$ cat src/rtl/admux_pkg.sv
package admux_pkg;
  typedef enum logic [2:0] {
    PH_IDLE,
    PH_ALE,
    PH_SETUP,
    PH_STROBE,
    PH_HOLD
  } phase_e;
endpackage

$ cat src/rtl/admux_seq.sv
module admux_seq
  import admux_pkg::*;
#(
  parameter int TCNT_W = 4
) (
  input  logic              clk_i,
  input  logic              rst_ni,
  input  logic              start_i,
  input  logic [TCNT_W-1:0] t_ale_i,
  input  logic [TCNT_W-1:0] t_setup_i,
  input  logic [TCNT_W-1:0] t_strobe_i,
  input  logic [TCNT_W-1:0] t_hold_i,
  output phase_e            phase_o,
  output logic              last_o,
  output logic              ready_o
);
  phase_e            ph_q;
  logic [TCNT_W-1:0] cnt_q;
  logic              ready_q;

  // remaining-cycles reload; zero length is treated as one cycle
  function automatic logic [TCNT_W-1:0] span(input logic [TCNT_W-1:0] t);
    return (t == '0) ? '0 : t - 1'b1;
  endfunction

  always_ff @(posedge clk_i or negedge rst_ni) begin
    if (!rst_ni) begin
      ph_q    <= PH_IDLE;
      cnt_q   <= '0;
      ready_q <= 1'b0;
    end else begin
      ready_q <= 1'b0;
      if (ph_q == PH_IDLE) begin
        if (start_i) begin
          ph_q  <= PH_ALE;
          cnt_q <= span(t_ale_i);
        end
      end else if (cnt_q != '0) begin
        cnt_q <= cnt_q - 1'b1;
      end else begin
        case (ph_q)
          PH_ALE:    begin ph_q <= PH_SETUP;  cnt_q <= span(t_setup_i);  end
          PH_SETUP:  begin ph_q <= PH_STROBE; cnt_q <= span(t_strobe_i); end
          PH_STROBE: begin ph_q <= PH_HOLD;   cnt_q <= span(t_hold_i);   end
          default:   begin ph_q <= PH_IDLE;   ready_q <= 1'b1;           end
        endcase
      end
    end
  end

  assign phase_o = ph_q;
  assign last_o  = (ph_q != PH_IDLE) && (cnt_q == '0);
  assign ready_o = ready_q;


  ready_pulse_chk: assert property (@(posedge clk_i) disable iff (!rst_ni)
    ready_q |=> !ready_q);
endmodule

$ cat src/rtl/admux_pinmux.sv
module admux_pinmux
  import admux_pkg::*;
#(
  parameter int BYTE_W = 8
) (
  input  phase_e                phase_i,
  input  logic                  wide_i,
  input  logic                  we_i,
  input  logic [3*BYTE_W-1:0]   addr_i,
  input  logic [2*BYTE_W-1:0]   wdata_i,
  output logic [2*BYTE_W-1:0]   ad_o,
  output logic [2*BYTE_W-1:0]   ad_oe_o,
  output logic                  ale_o,
  output logic                  rd_o,
  output logic                  wr_o
);
  localparam int AD_W = 2 * BYTE_W;

  logic [BYTE_W-1:0] a_lo, a_mid, a_hi;
  assign a_lo  = addr_i[BYTE_W-1:0];
  assign a_mid = addr_i[2*BYTE_W-1:BYTE_W];
  assign a_hi  = addr_i[3*BYTE_W-1:2*BYTE_W];

  always_comb begin
    ale_o   = 1'b0;
    rd_o    = 1'b0;
    wr_o    = 1'b0;
    ad_o    = '0;
    ad_oe_o = '0;
    case (phase_i)
      PH_IDLE: ;
      PH_ALE: begin
        ale_o   = 1'b1;
        ad_oe_o = '1;
        ad_o    = wide_i ? {a_mid, a_lo} : {a_hi, a_mid};
      end
      default: begin
        rd_o = (phase_i == PH_STROBE) && !we_i;
        wr_o = (phase_i == PH_STROBE) && we_i;
        if (we_i) begin
          ad_oe_o = '1;
          ad_o    = wide_i ? wdata_i : {a_lo, wdata_i[BYTE_W-1:0]};
        end else if (!wide_i) begin
          // byte read: upper half keeps the low address byte
          ad_oe_o = {{BYTE_W{1'b1}}, {BYTE_W{1'b0}}};
          ad_o    = {a_lo, {BYTE_W{1'b0}}};
        end else begin
          ad_oe_o = {AD_W{1'b0}};
        end
      end
    endcase
  end
endmodule

$ cat src/rtl/admux_flagmap.sv
module admux_flagmap #(
  parameter int BYTE_W = 8
) (
  input  logic [2*BYTE_W-1:0] flag_out_i,
  input  logic [2*BYTE_W-1:0] flag_dir_i,
  input  logic [2*BYTE_W-1:0] pin_i,
  output logic [2*BYTE_W-1:0] pin_o,
  output logic [2*BYTE_W-1:0] pin_oe_o,
  output logic [2*BYTE_W-1:0] flag_in_o
);
  for (genvar p = 0; p < 2 * BYTE_W; p++) begin : g_pin
    localparam int F = (p < BYTE_W) ? p + BYTE_W : p - BYTE_W;
    assign pin_o[p]     = flag_out_i[F];
    assign pin_oe_o[p]  = flag_dir_i[F];
    assign flag_in_o[F] = pin_i[p];
  end
endmodule

$ cat src/rtl/admux_master.sv
module admux_master
  import admux_pkg::*;
#(
  parameter int BYTE_W = 8,
  parameter int TCNT_W = 4
) (
  input  logic                clk_i,
  input  logic                rst_ni,
  input  logic                req_i,
  input  logic                we_i,
  input  logic                wide_i,
  input  logic [3*BYTE_W-1:0] addr_i,
  input  logic [2*BYTE_W-1:0] wdata_i,
  input  logic [TCNT_W-1:0]   t_ale_i,
  input  logic [TCNT_W-1:0]   t_setup_i,
  input  logic [TCNT_W-1:0]   t_strobe_i,
  input  logic [TCNT_W-1:0]   t_hold_i,
  output logic                ready_o,
  output logic [2*BYTE_W-1:0] rdata_o,
  input  logic                flag_en_i,
  input  logic [2*BYTE_W-1:0] flag_out_i,
  input  logic [2*BYTE_W-1:0] flag_dir_i,
  output logic [2*BYTE_W-1:0] flag_in_o,
  input  logic [2*BYTE_W-1:0] ad_i,
  output logic [2*BYTE_W-1:0] ad_o,
  output logic [2*BYTE_W-1:0] ad_oe_o,
  output logic                ale_o,
  output logic                rd_o,
  output logic                wr_o
);
  localparam int AD_W   = 2 * BYTE_W;
  localparam int ADDR_W = 3 * BYTE_W;

  phase_e            phase;
  logic              last, start, idle, flag_act;
  logic              we_q, wide_q;
  logic [ADDR_W-1:0] addr_q;
  logic [AD_W-1:0]   wdata_q, rdata_q;
  logic [AD_W-1:0]   bus_ad, bus_oe, flg_ad, flg_oe;

  assign idle     = (phase == PH_IDLE);
  assign start    = idle && req_i && !flag_en_i;
  assign flag_act = idle && flag_en_i;

  always_ff @(posedge clk_i or negedge rst_ni) begin
    if (!rst_ni) begin
      we_q    <= 1'b0;
      wide_q  <= 1'b0;
      addr_q  <= '0;
      wdata_q <= '0;
    end else if (start) begin
      we_q    <= we_i;
      wide_q  <= wide_i;
      addr_q  <= addr_i;
      wdata_q <= wdata_i;
    end
  end

  always_ff @(posedge clk_i or negedge rst_ni) begin
    if (!rst_ni)
      rdata_q <= '0;
    else if (phase == PH_STROBE && last && !we_q)
      rdata_q <= wide_q ? ad_i : {{BYTE_W{1'b0}}, ad_i[BYTE_W-1:0]};
  end

  admux_seq #(.TCNT_W(TCNT_W)) seq_i (
    .clk_i, .rst_ni, .start_i(start),
    .t_ale_i, .t_setup_i, .t_strobe_i, .t_hold_i,
    .phase_o(phase), .last_o(last), .ready_o
  );

  admux_pinmux #(.BYTE_W(BYTE_W)) pinmux_i (
    .phase_i(phase), .wide_i(wide_q), .we_i(we_q),
    .addr_i(addr_q), .wdata_i(wdata_q),
    .ad_o(bus_ad), .ad_oe_o(bus_oe), .ale_o, .rd_o, .wr_o
  );

  admux_flagmap #(.BYTE_W(BYTE_W)) flagmap_i (
    .flag_out_i, .flag_dir_i, .pin_i(ad_i),
    .pin_o(flg_ad), .pin_oe_o(flg_oe), .flag_in_o
  );

  assign ad_o    = flag_act ? flg_ad : bus_ad;
  assign ad_oe_o = flag_act ? flg_oe : bus_oe;
  assign rdata_o = rdata_q;


  ale_start_chk: assert property (@(posedge clk_i) disable iff (!rst_ni)
    $rose(ale_o) |-> $past(req_i && !flag_en_i));

  setup_gap_chk: assert property (@(posedge clk_i) disable iff (!rst_ni)
    $fell(ale_o) |-> !rd_o && !wr_o);

  strobe_after_setup_chk: assert property (@(posedge clk_i) disable iff (!rst_ni)
    ($rose(rd_o) || $rose(wr_o)) |-> $past(!ale_o));

  read_release_chk: assert property (@(posedge clk_i) disable iff (!rst_ni)
    rd_o |-> (ad_oe_o[BYTE_W-1:0] == '0));
endmodule

$ cat config.mk
export PLATFORM = sky130hd
export DESIGN_NAME = admux_master
export DESIGN_NICKNAME = d
export VERILOG_FILES = /design/src/rtl/admux_pkg.sv /design/src/rtl/admux_seq.sv /design/src/rtl/admux_pinmux.sv /design/src/rtl/admux_flagmap.sv /design/src/rtl/admux_master.sv
export SDC_FILE = /design/constraint.sdc
export NUM_CORES = 1
export LEC_CHECK = 0
export ABC_AREA = 1
export BUFFER_PORTS_ARGS = -buffer_cell sky130_fd_sc_hd__buf_2
export CAP_MARGIN = 20
export CORE_AREA = 2 2 137 105
export DETAILED_ROUTE_END_ITERATION = 10
export DIE_AREA = 0 0 139 107
export PLACE_DENSITY = 0.61
export SLEW_MARGIN = 30
export SYNTH_ARGS = -nofsm -noshare
export SYNTH_HDL_FRONTEND = slang
export SYNTH_SLANG_ARGS = --single-unit
$ cat constraint.sdc
create_clock -name clk_i -period 1.8 [get_ports clk_i]
set_input_delay 0.27 -clock clk_i [delete_from_list [all_inputs] [get_ports clk_i]]
set_output_delay 0.27 -clock clk_i [all_outputs]
set_load 0.1 [all_outputs]
# Word-level counts from Yosys, hierarchy flattened
# Cells that the tools add are included.
word_totals:
  ff_bits: 66
  output_inout_bits: 68
  elab_cells: 70
op_classes:
  add_sub_neg: 5
  n_eq_ne: 5
  n_mux: 29
  n_reduce_logical: 23
op_table:
  columns: ["cell", "n"]
  rows:
  - ["16-bit two-way mux", 9]
  - ["16-bit case mux with 2 select lines", 2]
  - ["4-bit two-way mux", 7]
  - ["4-bit zero test", 5]
  - ["4-bit by 1-bit subtractor with 4-bit output (second input constant)", 5]
  - ["4-bit case mux with 3 select lines", 1]
  - ["3-bit two-way mux", 3]
  - ["3-bit case mux with 3 select lines", 1]
  - ["1-bit logical AND", 8]
  - ["3-bit by 2-bit equality test with 1-bit output (second input constant)", 2]
  - ["1-bit two-way mux", 6]
  - ["5-bit nonzero test", 1]
  - ["2-bit AND reduction", 2]
  - ["4-bit nonzero test", 1]
  - ["3-bit by 1-bit equality test with 1-bit output (second input constant)", 1]
  - ["3-bit zero test", 1]
  - ["3-bit nonzero test", 1]
  - ["3-bit OR reduction", 1]
  - ["1-bit zero test", 2]
  - ["2-bit by 1-bit != test with 1-bit output (second input constant)", 1]
  - ["2-bit != test (second input constant)", 1]
  - ["2-bit OR reduction", 1]

# Depth between registers and ports, before layout
# Gate-level depths: netlist of run 1.
depth:
  ltp_word: 5
  depth_mapped: 11
  depth_no_buf: 11

# By module
# From an unflattened synthesis of run 1, not the netlist that was laid out.
hier_totals:
  cells_unflattened: 729
  area_unflattened_um2: 4967.3
modules_own_cells:
  columns: ["module", "n_inst", "cells_per_inst", "area_each_um2"]
  rows:
  - ["admux_master", 1, 383, 2990.4]
  - ["admux_seq", 1, 146, 883.3]
  - ["admux_pinmux", 1, 152, 733.2]
  - ["admux_flagmap", 1, 48, 360.3]

# Least setup slack after synthesis of run 1
# No wires, ideal clock.
synth_timing:
  path_type: "flip-flop to output port"
  start: "register seq_i.ph_q[2], in the netlist seq_i.phase_o[2]"
  end: "output ad_o[10]"
  arrival_ns: 3.048
  setup_slack_ns: -1.518
  stages_incl_launch_ff: 7
  path_cell_list: "dfrtp_1 > inv_2 > nand2_4 > nor2_1 > buf_2 > nand2_1 > a41oi_1"
synth_between:
  elab_chain_cells: 3
  word_cells_on_any_way: 5
  classes_between: "eq/ne (1); mux (2); reduce/logical (2)"
synth_lines:
  columns: ["element", "line_no", "source"]
  rows:
  - ["start, declared", "admux_seq.sv:17", "phase_e ph_q;"]
  - ["start signal, assigned", "admux_seq.sv:28", "ph_q <= PH_IDLE;"]
  - ["start signal, assigned", "admux_seq.sv:35", "ph_q <= PH_ALE;"]
  - ["start signal, assigned", "admux_seq.sv:42", "PH_ALE: begin ph_q <= PH_SETUP; cnt_q <= span(t_setup_i); end"]
  - ["3-bit by 1-bit equality test with 1-bit output / 3-bit zero test (equally long branches)", "admux_pinmux.sv:30, admux_master.sv:41", null]
  - ["16-bit case mux with 2 select lines / 1-bit logical AND (equally long branches)", "admux_pinmux.sv:30, admux_master.sv:43", null]
  - ["16-bit two-way mux (*)", "admux_master.sv:83", "assign ad_o = flag_act ? flg_ad : bus_ad;"]
  - ["end, declared", "admux_master.sv:25", "output logic [2*BYTE_W-1:0] ad_o,"]
# Every way passes the cells marked *; elsewhere a longest branch is shown, timed or not.

# Final worst setup path of run 1
layout_timing:
  start: "register seq_i.ph_q[2], in the netlist seq_i.phase_o[2]"
  end: "output ad_o[14]"
# Same word-level chain as after synthesis.

==> results of run 1 <==
## per-layer routing
| metal | vias to the layer above | share of wire [%] | track usage, % |
|---|---|---|---|
| li1 | 1984 | - | - |
| met1 | 1932 | 42 | 21.8 |
| met2 | 164 | 48 | 29.8 |
| met3 | 21 | 8.0 | 5.00 |
| met4 | 0 | 1.7 | 4.33 |
| met5 | - | 0 | 0 |
## logic make-up after synthesis
family                     share of synthesized area (%)
buffers and inverters                               9.47
AOI/OAI and AO/OA                                   8.90
adders and majority gates                           1.88
and+or+nand+nor                                     26.9
xor gates and xnor gates                           0.219
DFF                                                 41.4
muxes                                               11.3
## worst max-delay path by stage
stage                                       from    endpoint  slack, ps  cells after the start
finish              seq_i.phase_o[2]$_DFFE_PN0P_    ad_o[14]       -320                      9
global route        seq_i.phase_o[2]$_DFFE_PN0P_    ad_o[14]       -370                      9
CTS                 seq_i.phase_o[1]$_DFFE_PN0P_    ad_o[15]       -310                      8
detailed placement  seq_i.phase_o[1]$_DFFE_PN0P_     ad_o[7]       -100                      9
global placement    seq_i.phase_o[1]$_DFFE_PN0P_     ad_o[5]         -9                      9
floorplan           seq_i.phase_o[2]$_DFFE_PN0P_  ad_oe_o[2]       -370                      9
## sequential cells by signal, indices dropped and copies added (netlist names)
name	count
addr_q	24
rdata_o	16
wdata_q	16
seq_i.cnt_q	4
seq_i.phase_o	3
seq_i.ready_o	1
we_q	1
wide_q	1
## worst max-delay path: stages, from the launching register on
cell and delay [ps]:
dfrtp_1 390, inv_2 90, nand2_4 70, buf_6 120
nor2_4 170, nand2_8 90, buf_12 180, nor2_2 150
a41oi_4 60, buf_12 190
## repair_timing
item                                    in CTS  in global routing
pin swaps                                   16                 16
resized for setup                           80                 65
endpoints found under the hold margin       66                  0
setup buffers                                6                  6
endpoints found under the setup margin      43                 55
hold buffers                                 1                  0
gates cloned                                 1                  3
## cell usage in the layout, fill, tap and decap left out, types with 2 or more instances in the layout
cell,n
buf_2,142
nand2_1,136
dfrtp_1,66
buf_12,42
nand2_4,40
mux2_2,39
inv_1,25
buf_4,24
nor2_1,23
nand3_1,21
a21oi_1,15
nand2_8,12
clkbuf_16,11
nor2_4,10
a21oi_4,10
o21ai_2,9
a41oi_4,8
nand2_2,7
a21oi_2,7
o21ai_0,6
ha_1,6
buf_6,6
inv_2,5
nor2_2,5
o211ai_1,2
nand3b_1,2
clkbuf_1,2
bufinv_16,2
clkbuf_8,2
## per-stage QoR
stage          utilization (%)  area, µm²  hold WS [ps]
2_1_floorplan                -       4330         -25.6
3_3_place_gp              44.1       5960           318
3_5_place_dp              44.1       5960           320
4_1_cts                   49.0       6630           163
5_1_grt                   52.1       7050           164
6_report                  52.1       7050           173
## cell type report
type	instances	area (µm²)
fillers	1203	6470
multi-input cells	364	2820
repair buffers	219	1900
flip-flops and latches	66	1650
clock buffers	13	260
well taps	175	219
inverters	33	140
clock inverters	2	60.1
==> impl_metrics.csv, run 1 <==
group,metric,value,unit
critical_path,critical_path.endpoint_type,"output pin",
layout,drive_above_1_share,55.7,%
logic_synthesis,synth_most_common_cell,"nand2_1",
timing,timing.setup.tns,-8890,ps
cts,htree_levels,3,
logic_synthesis,synth_top_cell_by_area,"dfrtp_1",
timing,layout_setup_ws,-324,ps
floorplan,fp.dieH,107,µm
drt,vias,4101,
critical_path,r2r_end,"wdata_q[9]$_DFFE_PN0P_",
logic_synthesis,async_flop_share,100,%
drt,dr.pass1.iters,4,
grt,grt_pass1_wl,20.7,mm
critical_path,reg2reg_depth,9,
cts,clkSinkCount,66,
grt,grt_remaining_overflow,0,
drt,ant_nets,0,
logic_synthesis,synth_edf_count,0,
run_status,outcome,"finished, violations left",
logic_synthesis,syn_area_per_cell,8.08,µm²
place,place_ws,-101,ps
logic_synthesis,ys_types,29,
floorplan,initial_core_util,29.5,%
cts,numCtsBuffers,9,
critical_path,worstSetupPathType,"reg2out",
place,gp_congestion,0.818,
cts,ctsLongestPathBuffers,2,
timing,worst_slew_pin_slew,496,ps
logic_synthesis,syn_nets,610,
cts,clk_pin_slew,50,ps
logic_synthesis,syn_inst,494,
grt,grt_usage,17.4,%
cts,clk_latency,330,ps
drt,drt_iter0_drc,137,
floorplan,ioPinCount,178,
layout,area_growth,76.6,%
hold_path,whs_path_depth,2,
critical_path,arrival,1850,ps
logic_synthesis,ys_ff_latch,66,
timing,fin_crit_sh,118,%
place,io_buffer_count,177,
floorplan,coreArea,13500,µm²
critical_path,path_max_fanout,16,
hold_path,hold_start,"addr_i[11]",
drt,drt-wirelength-per-cell,15.1,µm
floorplan,die-area,14900,µm²
floorplan,row_count,37,
drt,viasPerCell,4.70,
critical_path,worstReg2RegStart,"seq_i.phase_o[2]$_DFFE_PN0P_",
grt,antenna_found_initial,0,
timing,finalSetupViolations,53,
grt,grt_max_degree,67,
layout,fin_cells,872,
hold_path,worst_hold_path.endpoint,"addr_q[11]$_DFFE_PN0P_",
logic_synthesis,synth_area,3990,µm²
job,maxCapViolations,0,
timing,fin_skew,8.23,ps
timing,hold_violations,0,
timing,max_freq,471,MHz
layout,num_antenna_cells,0,
critical_path,worstSetupStartpointType,"flop",
logic_synthesis,yosysSeqAreaShare,41.4,%
timing,rsz0062_at_grt,"true",
critical_path,r2r_slack,-30,ps
layout,final_nets,809,
cts,cts_tree,"yes",
place,placed_cells,843,
logic_synthesis,netlist.area_leader.share,41.4,%
hold_path,hp-class,"in2reg",
cts,cts_root_buf,"clkbuf_16",
drt,drcViolationCount,0,
floorplan,die_w,139,µm
logic_synthesis,synthTopCellsByCount,"nand2_1, dfrtp_1, mux2_2",
logic_synthesis,synth_ff_type,"dfrtp_1",
critical_path,worst_ep_required_time,1530,ps
timing,fin_crit,2120,ps
logic_synthesis,synth_warnings,0,
timing,drv_slew,0,
timing,max_slew_margin,67.1,%
logic_synthesis,synth_area_leaders,"dfrtp_1, nand2_1, mux2_2",
drt,drt-total-wl,13.2,mm
place,hpwl,9.72,mm
grt,grt_pass1_vias,4200,
run_status,violations,"setup timing",
Power of run 1 is left out: the tool's default activity adds up to more than one toggle a clock period on the data nets, which glitch-free logic cannot reach.
==> run 2, diff against run 1 <==
--- a/config.mk
+++ b/config.mk
@@ -9,6 +9,7 @@
 export BUFFER_PORTS_ARGS = -buffer_cell sky130_fd_sc_hd__buf_2
 export CAP_MARGIN = 20
 export CORE_AREA = 2 2 137 105
+export CTS_BUF_LIST = sky130_fd_sc_hd__clkbuf_4 sky130_fd_sc_hd__clkbuf_8 sky130_fd_sc_hd__clkbuf_16
 export DETAILED_ROUTE_END_ITERATION = 10
 export DIE_AREA = 0 0 139 107
 export PLACE_DENSITY = 0.61
==> run 2 against run 1 <==
Net effect: the flow still finishes with violations (setup timing); flip-flop and latch count stayed put; clock skew down 0.66 ps; non-clock buffer count unchanged; routed wire length is 0.26% lower; via count stayed put; critical path depth did not move; die area stayed put; worst setup slack barely moved; critical path type unchanged; highest routed layer unchanged.
==> impl_metrics.csv, run 2 (synthesized netlist as in run 1, its figures left out) <==
group,metric,value,unit
run_status,outcome,"finished, violations left",
run_status,violations,"setup timing",
drt,drt-total-wl,13.1,mm
timing,hold_violations,0,
floorplan,die_w,139,µm
layout,final_cell_mix,"buf_2, nand2_1, dfrtp_1, buf_12, nand2_4",
drt,dr.pass1.iters,4,
cts,numCtsBuffers,9,
floorplan,row_count,37,
critical_path,path_delay_family,"buffers and inverters",
timing,rsz0062_at_grt,"true",
job,maxCapViolations,0,
critical_path,r2r_slack,-20,ps
critical_path,worst_ep_required_time,1530,ps
timing,fin_skew,7.57,ps
cts,clkSinkCount,66,
critical_path,r2r_end,"wdata_q[9]$_DFFE_PN0P_",
layout,drive_above_1_share,56.0,%
critical_path,max_stage_delay,390,ps
critical_path,crit_top_cell,"buf_12",
grt,grt_pass1_vias,4200,
layout,n_fill_cell,1201,
layout,fin_cells,872,
floorplan,fp.dieH,107,µm
timing,worst_slew_pin_slew,496,ps
layout,largest-register,"addr_q",
critical_path,worstReg2RegStart,"seq_i.phase_o[2]$_DFFE_PN0P_",
layout,utilization,52.2,%
drt,drcViolationCount,0,
cts,cts_tree,"yes",
timing,finalSetupViolations,47,
drt,drt_iter0_drc,136,
cts,cts_root_buf,"clkbuf_16",
cts,ctsLongestPathBuffers,2,
place,io_buffer_count,177,
hold_path,whs_path_depth,2,
timing,max_freq,471,MHz
layout,area_growth,76.8,%
hold_path,hp-class,"in2reg",
layout,num_antenna_cells,0,
hold_path,hold_start,"addr_i[11]",
cts,clk_pin_slew,50,ps
cts,clk_latency,330,ps
grt,grt_max_degree,67,
critical_path,worstSetupPathType,"reg2out",
drt,drt-wirelength-per-cell,15.1,µm
critical_path,critPathSlowestCell,"dfrtp_1",
grt,grt_remaining_overflow,0,
layout,final_nets,809,
layout,largest_register_ffs,24,
floorplan,initial_core_util,29.5,%
place,gp_congestion,0.818,
timing,drv_slew,0,
place,hpwl,9.72,mm
layout,final_common_cell,"buf_2",
place,placed_cells,843,
cts,htree_levels,3,
timing,fin_crit_sh,118,%
timing,fin_crit,2120,ps
critical_path,arrival,1850,ps
grt,grt_usage,17.4,%
critical_path,reg2reg_depth,9,
drt,viasPerCell,4.70,
grt,antenna_found_initial,0,
timing,max_slew_margin,67.1,%
critical_path,worstSetupStartpointType,"flop",
drt,ant_nets,0,
floorplan,ioPinCount,178,
timing,layout_setup_ws,-323,ps
critical_path,critical_path.endpoint_type,"output pin",
floorplan,die-area,14900,µm²
floorplan,coreArea,13500,µm²
critical_path,path_max_fanout,16,
hold_path,worst_hold_path.endpoint,"addr_q[11]$_DFFE_PN0P_",
grt,grt_pass1_wl,20.7,mm
drt,vias,4101,
critical_path,critPathBufInv,4,
critical_path,crit_chain,"inv_2 -> nand2_4 -> buf_6 -> nor2_4 -> nand2_8 -> buf_12 -> nor2_2 -> a41oi_4 -> buf_12",
run 2: final cells by class:
cell class,instances,area (µm²),share of cell area [%]
multi-input cells,364,2820,39.9
repair buffers,219,1900,27.0
flip-flops and latches,66,1650,23.4
clock buffers,13,268,3.80
well taps,175,219,3.10
inverters,33,140,1.99
clock inverters,2,60.1,0.851
run 2: worst max-delay path by stage:
stage | from | to | slack [ps] | cells after the start
2_1_floorplan | seq_i.phase_o[2]$_DFFE_PN0P_ | ad_oe_o[2] | -370 | 9
3_3_place_gp | seq_i.phase_o[1]$_DFFE_PN0P_ | ad_o[5] | -9 | 9
3_5_place_dp | seq_i.phase_o[1]$_DFFE_PN0P_ | ad_o[7] | -100 | 9
4_1_cts | seq_i.phase_o[1]$_DFFE_PN0P_ | ad_o[15] | -310 | 8
5_1_grt | seq_i.phase_o[2]$_DFFE_PN0P_ | ad_o[14] | -370 | 9
6_report | seq_i.phase_o[2]$_DFFE_PN0P_ | ad_o[14] | -320 | 9
run 2: stage by stage:
stage,setup TNS (ps),hold WS [ps],instance area (µm²),setup slack (ps)
floorplan,-8090,-25.6,4330,-372
global placement,-21.1,318,5960,-8.82
detailed placement,-537,320,5960,-101
CTS,-8780,163,6630,-311
global route,-13580,164,7060,-372
finish,-8760,173,7060,-323
run 2: per-layer routing:
metal	wire, µm	vias to the layer above	GRT usage, %
li1	-	1985	-
met1	5540	1933	21.8
met2	6310	166	29.8
met3	1080	17	5.00
met4	213	0	4.33
met5	0	-	0
run 2: timing repair:
item	CTS	global route
pin swaps	16	16
setup buffers	6	6
setup endpoints to repair	43	55
endpoints found under the hold margin	66	0
gates cloned	1	3
hold buffers	1	0
resized for setup	80	65
Power of run 2 is left out for the same reason.
